[src/rtl/ltt_pkg.sv]
package ltt_pkg;

  localparam int ADDR_W = 3;
  localparam int WS_W   = 4;

  // control word bit positions
  localparam int CTL_TICK_RUN = 0;
  localparam int CTL_EVT_RUN  = 1;
  localparam int CTL_REPEAT   = 2;

  // write-acknowledge bit positions
  localparam int WS_TBUF = 0;
  localparam int WS_EBUF = 1;
  localparam int WS_CTRL = 3;
  localparam logic [WS_W-1:0] WS_LIVE = WS_W'((1 << WS_TBUF) | (1 << WS_EBUF) | (1 << WS_CTRL));

  typedef enum logic [ADDR_W-1:0] {
    REG_CTRL  = 3'd0,
    REG_TBUF  = 3'd1,
    REG_EBUF  = 3'd2,
    REG_IEN   = 3'd3,
    REG_IFLAG = 3'd4,
    REG_WACK  = 3'd5,
    REG_ECNT  = 3'd6,
    REG_TCNT  = 3'd7
  } regAddr_e;

  typedef struct packed {
    logic reload;    // load both counters from their reload values
    logic count;     // advance the counters this cycle
    logic repeatOn;  // reload event counter on expiry
  } cntStrobe_t;

endpackage

[src/rtl/ltt_datapath.sv]
module ltt_datapath
  import ltt_pkg::*;
#(
  parameter int TICK_W = 32,
  parameter int EVT_W  = 31
) (
  input  logic              clk,
  input  logic              rstN,
  input  cntStrobe_t        strobes,
  input  logic [TICK_W-1:0] tickBuf,
  input  logic [EVT_W-1:0]  evtBuf,
  output logic [TICK_W-1:0] tickCnt,
  output logic [EVT_W-1:0]  evtCnt,
  output logic              expire
);

  logic tickZero;
  logic evtZero;
  logic tickFire;

  assign tickZero = (tickCnt == '0);
  assign evtZero  = (evtCnt == '0);
  assign tickFire = strobes.count & tickZero;
  assign expire   = tickFire & evtZero;

  always_ff @(posedge clk or negedge rstN) begin
    if (!rstN) begin
      tickCnt <= '0;
    end else if (strobes.reload) begin
      tickCnt <= tickBuf;
    end else if (strobes.count) begin
      if (tickZero) tickCnt <= tickBuf;
      else          tickCnt <= tickCnt - 1'b1;
    end
  end

  always_ff @(posedge clk or negedge rstN) begin
    if (!rstN) begin
      evtCnt <= '0;
    end else if (strobes.reload) begin
      evtCnt <= evtBuf;
    end else if (tickFire) begin
      if (!evtZero)              evtCnt <= evtCnt - 1'b1;
      else if (strobes.repeatOn) evtCnt <= evtBuf;
    end
  end


  hold_when_idle_chk: assert property (@(posedge clk) disable iff (!rstN)
    (!strobes.count && !strobes.reload) |=> ($stable(tickCnt) && $stable(evtCnt)));


  restart_load_chk: assert property (@(posedge clk) disable iff (!rstN)
    strobes.reload |=> (tickCnt == $past(tickBuf) && evtCnt == $past(evtBuf)));


  repeat_reload_chk: assert property (@(posedge clk) disable iff (!rstN)
    (expire && strobes.repeatOn) |=> (evtCnt == $past(evtBuf)));

endmodule

[src/rtl/ltt_ctrl.sv]
module ltt_ctrl
  import ltt_pkg::*;
#(
  parameter int DATA_W = 32,
  parameter int TICK_W = 32,
  parameter int EVT_W  = 31
) (
  input  logic              clk,
  input  logic              rstN,
  input  logic              wrEn,
  input  logic [ADDR_W-1:0] addr,
  input  logic [DATA_W-1:0] wrData,
  output logic [DATA_W-1:0] rdData,
  input  logic              expire,
  input  logic [TICK_W-1:0] tickCnt,
  input  logic [EVT_W-1:0]  evtCnt,
  output cntStrobe_t        strobes,
  output logic [TICK_W-1:0] tickBuf,
  output logic [EVT_W-1:0]  evtBuf,
  output logic              irq
);

  localparam int UPD_BIT = DATA_W - 1;

  logic ctlTickRun, ctlEvtRun, ctlRepeat;
  logic irqEn, intFlag, oneShotDone;
  logic [WS_W-1:0] wackBits;
  logic [WS_W-1:0] wackSet, wackClr;

  logic wrCtrl, wrTbuf, wrEbuf, wrIen, wrFlag, wrWack;
  logic running, startReq;

  assign wrCtrl = wrEn && (regAddr_e'(addr) == REG_CTRL);
  assign wrTbuf = wrEn && (regAddr_e'(addr) == REG_TBUF);
  assign wrEbuf = wrEn && (regAddr_e'(addr) == REG_EBUF);
  assign wrIen  = wrEn && (regAddr_e'(addr) == REG_IEN);
  assign wrFlag = wrEn && (regAddr_e'(addr) == REG_IFLAG);
  assign wrWack = wrEn && (regAddr_e'(addr) == REG_WACK);

  assign running  = ctlTickRun & ctlEvtRun;
  assign startReq = wrCtrl & wrData[CTL_TICK_RUN] & wrData[CTL_EVT_RUN] & ~running;

  assign strobes.reload   = startReq;
  assign strobes.count    = running & ~oneShotDone;
  assign strobes.repeatOn = ctlRepeat;

  always_ff @(posedge clk or negedge rstN) begin
    if (!rstN) begin
      ctlTickRun <= 1'b0;
      ctlEvtRun  <= 1'b0;
      ctlRepeat  <= 1'b0;
    end else if (wrCtrl) begin
      ctlTickRun <= wrData[CTL_TICK_RUN];
      ctlEvtRun  <= wrData[CTL_EVT_RUN];
      ctlRepeat  <= wrData[CTL_REPEAT];
    end
  end

  always_ff @(posedge clk or negedge rstN) begin
    if (!rstN) begin
      tickBuf <= '0;
      evtBuf  <= '0;
      irqEn   <= 1'b0;
    end else begin
      if (wrTbuf) tickBuf <= wrData[TICK_W-1:0];
      if (wrEbuf && wrData[UPD_BIT]) evtBuf <= wrData[EVT_W-1:0];
      if (wrIen) irqEn <= wrData[0];
    end
  end

  always_ff @(posedge clk or negedge rstN) begin
    if (!rstN) begin
      intFlag     <= 1'b0;
      oneShotDone <= 1'b0;
    end else begin
      if (expire)                    intFlag <= 1'b1;
      else if (wrFlag && wrData[0])  intFlag <= 1'b0;
      if (startReq)                  oneShotDone <= 1'b0;
      else if (expire && !ctlRepeat) oneShotDone <= 1'b1;
    end
  end

  always_comb begin
    wackSet          = '0;
    wackSet[WS_TBUF] = wrTbuf;
    wackSet[WS_EBUF] = wrEbuf;
    wackSet[WS_CTRL] = wrCtrl;
    wackClr          = wrWack ? wrData[WS_W-1:0] : '0;
  end

  always_ff @(posedge clk or negedge rstN) begin
    if (!rstN) wackBits <= '0;
    else       wackBits <= (wackBits | wackSet) & ~wackClr & WS_LIVE;
  end

  assign irq = intFlag & irqEn;

  always_comb begin
    rdData = '0;
    case (regAddr_e'(addr))
      REG_CTRL:  rdData[2:0]        = {ctlRepeat, ctlEvtRun, ctlTickRun};
      REG_TBUF:  rdData[TICK_W-1:0] = tickBuf;
      REG_EBUF:  rdData[EVT_W-1:0]  = evtBuf;
      REG_IEN:   rdData[0]          = irqEn;
      REG_IFLAG: rdData[0]          = intFlag;
      REG_WACK:  rdData[WS_W-1:0]   = wackBits;
      REG_ECNT:  rdData[EVT_W-1:0]  = evtCnt;
      REG_TCNT:  rdData[TICK_W-1:0] = tickCnt;
      default:   rdData             = '0;
    endcase
  end


  evt_buf_keep_chk: assert property (@(posedge clk) disable iff (!rstN)
    (wrEbuf && !wrData[UPD_BIT]) |=> $stable(evtBuf));


  ctrl_wack_chk: assert property (@(posedge clk) disable iff (!rstN)
    wrCtrl |=> wackBits[WS_CTRL]);


  expire_flag_chk: assert property (@(posedge clk) disable iff (!rstN)
    expire |=> intFlag);


  oneshot_halt_chk: assert property (@(posedge clk) disable iff (!rstN)
    (expire && !ctlRepeat) |=> !strobes.count);

endmodule

[src/rtl/local_tick_timer.sv]
module local_tick_timer
  import ltt_pkg::*;
#(
  parameter int DATA_W = 32,
  parameter int TICK_W = 32
) (
  input  logic              clk,
  input  logic              rstN,
  input  logic              wrEn,
  input  logic [ADDR_W-1:0] addr,
  input  logic [DATA_W-1:0] wrData,
  output logic [DATA_W-1:0] rdData,
  output logic              irq
);

  localparam int EVT_W = DATA_W - 1;

  cntStrobe_t        strobes;
  logic [TICK_W-1:0] tickBuf, tickCnt;
  logic [EVT_W-1:0]  evtBuf, evtCnt;
  logic              expire;

  ltt_ctrl #(.DATA_W(DATA_W), .TICK_W(TICK_W), .EVT_W(EVT_W)) u_ctrl (
    .clk(clk), .rstN(rstN), .wrEn(wrEn), .addr(addr), .wrData(wrData),
    .rdData(rdData), .expire(expire), .tickCnt(tickCnt), .evtCnt(evtCnt),
    .strobes(strobes), .tickBuf(tickBuf), .evtBuf(evtBuf), .irq(irq)
  );

  ltt_datapath #(.TICK_W(TICK_W), .EVT_W(EVT_W)) u_dp (
    .clk(clk), .rstN(rstN), .strobes(strobes), .tickBuf(tickBuf),
    .evtBuf(evtBuf), .tickCnt(tickCnt), .evtCnt(evtCnt), .expire(expire)
  );

endmodule

[config.mk]
export PLATFORM = sky130hd
export DESIGN_NAME = local_tick_timer
export DESIGN_NICKNAME = d
export VERILOG_FILES = /design/src/rtl/ltt_pkg.sv /design/src/rtl/ltt_datapath.sv /design/src/rtl/ltt_ctrl.sv /design/src/rtl/local_tick_timer.sv
export SDC_FILE = /design/constraint.sdc
export NUM_CORES = 1
export LEC_CHECK = 0
export BUFFER_PORTS_ARGS = -buffer_cell sky130_fd_sc_hd__buf_4
export CORE_MARGIN = 2
export CORE_UTILIZATION = 53
export CTS_BUF_LIST = sky130_fd_sc_hd__clkbuf_8
export DETAILED_ROUTE_END_ITERATION = 12
export GPL_ROUTABILITY_DRIVEN = 0
export PLACE_DENSITY_LB_ADDON = 0.12
export SYNTH_ARGS = -nofsm -noshare
export SYNTH_HDL_FRONTEND = slang
export SYNTH_HIERARCHICAL = 1
export SYNTH_SLANG_ARGS = --single-unit
[constraint.sdc]
create_clock -name clk -period 3 [get_ports clk]
set_input_delay 0.6 -clock clk [delete_from_list [all_inputs] [get_ports clk]]
set_output_delay 0.6 -clock clk [all_outputs]
set_load 0.01 [all_outputs]
==> results.sh <==
export IMPL_placed_cell_area_sq_um=8929
export IMPL_ys_warn_count=6
export IMPL_drive_gt1_share_pct=25.35
export IMPL_max_freq_mhz=348.0
export IMPL_synth_top_cells_by_area="dfrtp_1, mux2_2, mux2i_1, a21oi_1, a22oi_1"
export IMPL_synth_most_common_cell="dfrtp_1"
export IMPL_startpoint_type="flop"
export IMPL_die_h_um=128.0
export IMPL_diodes=0
export IMPL_slew_headroom_pct=52.27
export IMPL_p_leak_nw=3.895
export IMPL_nNetsFinal=959
export IMPL_end_kind="flop"
export IMPL_routed_via_density=6.984
export IMPL_synth_area_leader_cell="dfrtp_1"
export IMPL_overflow=0
export IMPL_grt_pass1_wl_um=42210
export IMPL_htreeDepth=4
export IMPL_rows=45
export IMPL_crit_required_ps=3310
export IMPL_cts_tree="yes"
export IMPL_dpl_cell_count=1086
export IMPL_synthArstFlopShare_pct=100.0
export IMPL_antenna_found_initial=0
export IMPL_initial_utilization_pct=53.85
export IMPL_synth_seq_cells=135
export IMPL_nFillCells=1276
export IMPL_die_area_sq_um=16400
export IMPL_syn_area_per_cell_sq_um=9.651
export IMPL_final_hold_viol_count=0
export IMPL_synth_area_sq_um=8155
export IMPL_grt_usage_pct=33.86
export IMPL_finalCoreUtilization_pct=61.69
export IMPL_port_buffers=70
export IMPL_ir_drop_uv=372.0
export IMPL_routed_wl_um=27340
export IMPL_path_max_fanout=28
export IMPL_synth_common_cells="dfrtp_1, nor2_1, mux2_2"
export IMPL_hp_class="in2async"
export IMPL_fin_setup_tns_ps=0
export IMPL_wl_per_cell_um=24.52
export IMPL_area_growth_pct=14.56
export IMPL_powerDensity_nw_per_um2=554.6
export IMPL_crit_arrival_ps=3190
export IMPL_worst_slew_pin_slew_ps=716.0
export IMPL_r2r_start="u_dp/tickCnt[6]"
export IMPL_slew_viol_final=0
export IMPL_final_min_clock_period_ps=2873
export IMPL_whs_ps=136.3
export IMPL_grt_max_degree=67
export IMPL_synth_edff_count=0
export IMPL_netlist_area_leader_share_pct=41.42
export IMPL_maxCapViolCount=0
export IMPL_numCtsBuffers=17
export IMPL_skew_ps=9.619
export IMPL_pin_count=71
export IMPL_clk_latency_ps=460
export IMPL_cts_root_buf="clkbuf_8"
export IMPL_cts_setup_buffers=0
export IMPL_setup_viol=0
export IMPL_antenna_left=0
export IMPL_layout_cells_non_filler=1115
export IMPL_crit_start="u_dp/tickCnt[6]"
export IMPL_crit_chain="or4_1 -> or4_4 -> or3_4 -> o21a_1 -> buf_4 -> a211oi_1 -> o21ai_0"
export IMPL_drc=0
export IMPL_ys_flop_type="dfrtp_1"
export IMPL_fin_area_sq_um=9343
export IMPL_path_clk_slew_ps=80
export IMPL_vias=7787
export IMPL_synthDistinctLibCells=74
export IMPL_cts_path_max_buffers=2
export IMPL_critical_path_max_stage_delay_ps=620
export IMPL_critPathSlowestCell="or4_1"
export IMPL_drtIter0Drc=1068
export IMPL_die_x_um=128.0
export IMPL_grt_pass1_vias=7445
export IMPL_core_area_sq_um=15150
export IMPL_finalCritPeriodShare_pct=95.78
export IMPL_drtPass1Iterations=6
export IMPL_synth_cells=845
export IMPL_rsz0062_at_grt="false"
export IMPL_synth_net_count=887
export IMPL_cts_sinks=135
export IMPL_run_status="finished, final reports clean"
export IMPL_post_dp_hpwl_um=19200
export IMPL_worstSetupPathType="reg2reg"
export IMPL_synth_seq_area_share_pct=41.42
-- cell usage in the layout (no fill, tap or decap), types with 30 or more instances in the layout --
| master | instances |
|---|---|
| buf_4 | 110 |
| nand3_1 | 30 |
| nor3_1 | 38 |
| a21oi_1 | 51 |
| dfrtp_1 | 135 |
| o21ai_0 | 47 |
| mux2_2 | 55 |
| a22oi_1 | 33 |
| nor2_1 | 66 |
| nand2_1 | 37 |
-- sequential cells by signal, indices dropped and copies added, names as in the netlist --
signal	count
u_ctrl/tickBuf	32
u_ctrl/ctlTickRun	1
u_ctrl/ctlEvtRun	1
u_dp/tickCnt	32
u_ctrl/evtBuf	31
u_dp/evtCnt	31
u_ctrl/ctlRepeat	1
u_ctrl/wackBits	3
u_ctrl/irqEn	1
u_ctrl/oneShotDone	1
u_ctrl/intFlag	1
-- final timing paths --
path | to | slack, ps | cells past startpoint
min in group clk | u_ctrl/tickBuf[15] | 370 | 2
min | u_ctrl/evtBuf[10] | 140 | 1
max | u_dp/evtCnt[19] | 130 | 7
max in group asynchronous | u_dp/tickCnt[17] | 2130 | 2
max reg2reg | u_dp/evtCnt[19] | 130 | 7
min reg2reg | u_ctrl/intFlag | 500 | 1
-- critical path: cells and delay by family (launching register included) --
kind                   cells  cell delay (ps)
AND/OR/NAND/NOR            3             1500
AO/OA/AOI/OAI              3              570
flip-flops                 1              440
buffers and inverters      1              220
-- kinds of logic after synthesis --
| family | count (synthesis) | synth area share [%] |
|---|---|---|
| DFF | 135 | 41.42 |
| buffers and inverters | 78 | 5.232 |
| and+or+nand+nor | 267 | 17.84 |
| adders and majority gates | 4 | 0.6137 |
| xor gates and xnor gates | 1 | 0.1074 |
| muxes | 101 | 13.87 |
| AOI/OAI and AO/OA | 259 | 20.91 |
-- layout make-up --
| cell class | instances | area, sq um | share of cell area, % |
|---|---|---|---|
| Clock buffer | 18 | 247.7 | 2.652 |
| Clock inverter | 11 | 158.9 | 1.701 |
| Inverter | 18 | 67.56 | 0.7232 |
| Multi-Input combinational cell | 632 | 4378 | 46.86 |
| Sequential cell | 135 | 3378 | 36.16 |
| Tap cell | 188 | 235.2 | 2.518 |
| Timing Repair Buffer | 113 | 877.1 | 9.388 |
-- through the flow --
stage / total power [mW] / setup slack (ps)
floorplan: 3.015 / 266.0
global placement: 3.509 / 267.5
detailed placement: 3.552 / 187.0
CTS: 5.170 / 165.3
global route: 5.383 / 73.71
finish: 5.182 / 126.5
-- power by group --
| part | total [mW] | internal, mW | switching (mW) |
|---|---|---|---|
| registers | 2.50 | 2.11 | 0.390 |
| logic | 1.06 | 0.502 | 0.557 |
| clock network | 1.63 | 0.904 | 0.722 |
-- repair_timing --
item | 4_1_cts | 5_1_grt
setup endpoints to repair | 0 | 1
resized for setup | 0 | 1
hold buffers | 0 | 0
-- layer usage --
metal	vias up	global-route usage (%)	part of all wire [%]
met5	-	0	0
met4	0	17.13	5.1
met3	100	7.638	9.0
met2	539	53.19	46
met1	3785	44.26	40
li1	3363	-	-
(Power assumes the default switching activity.)
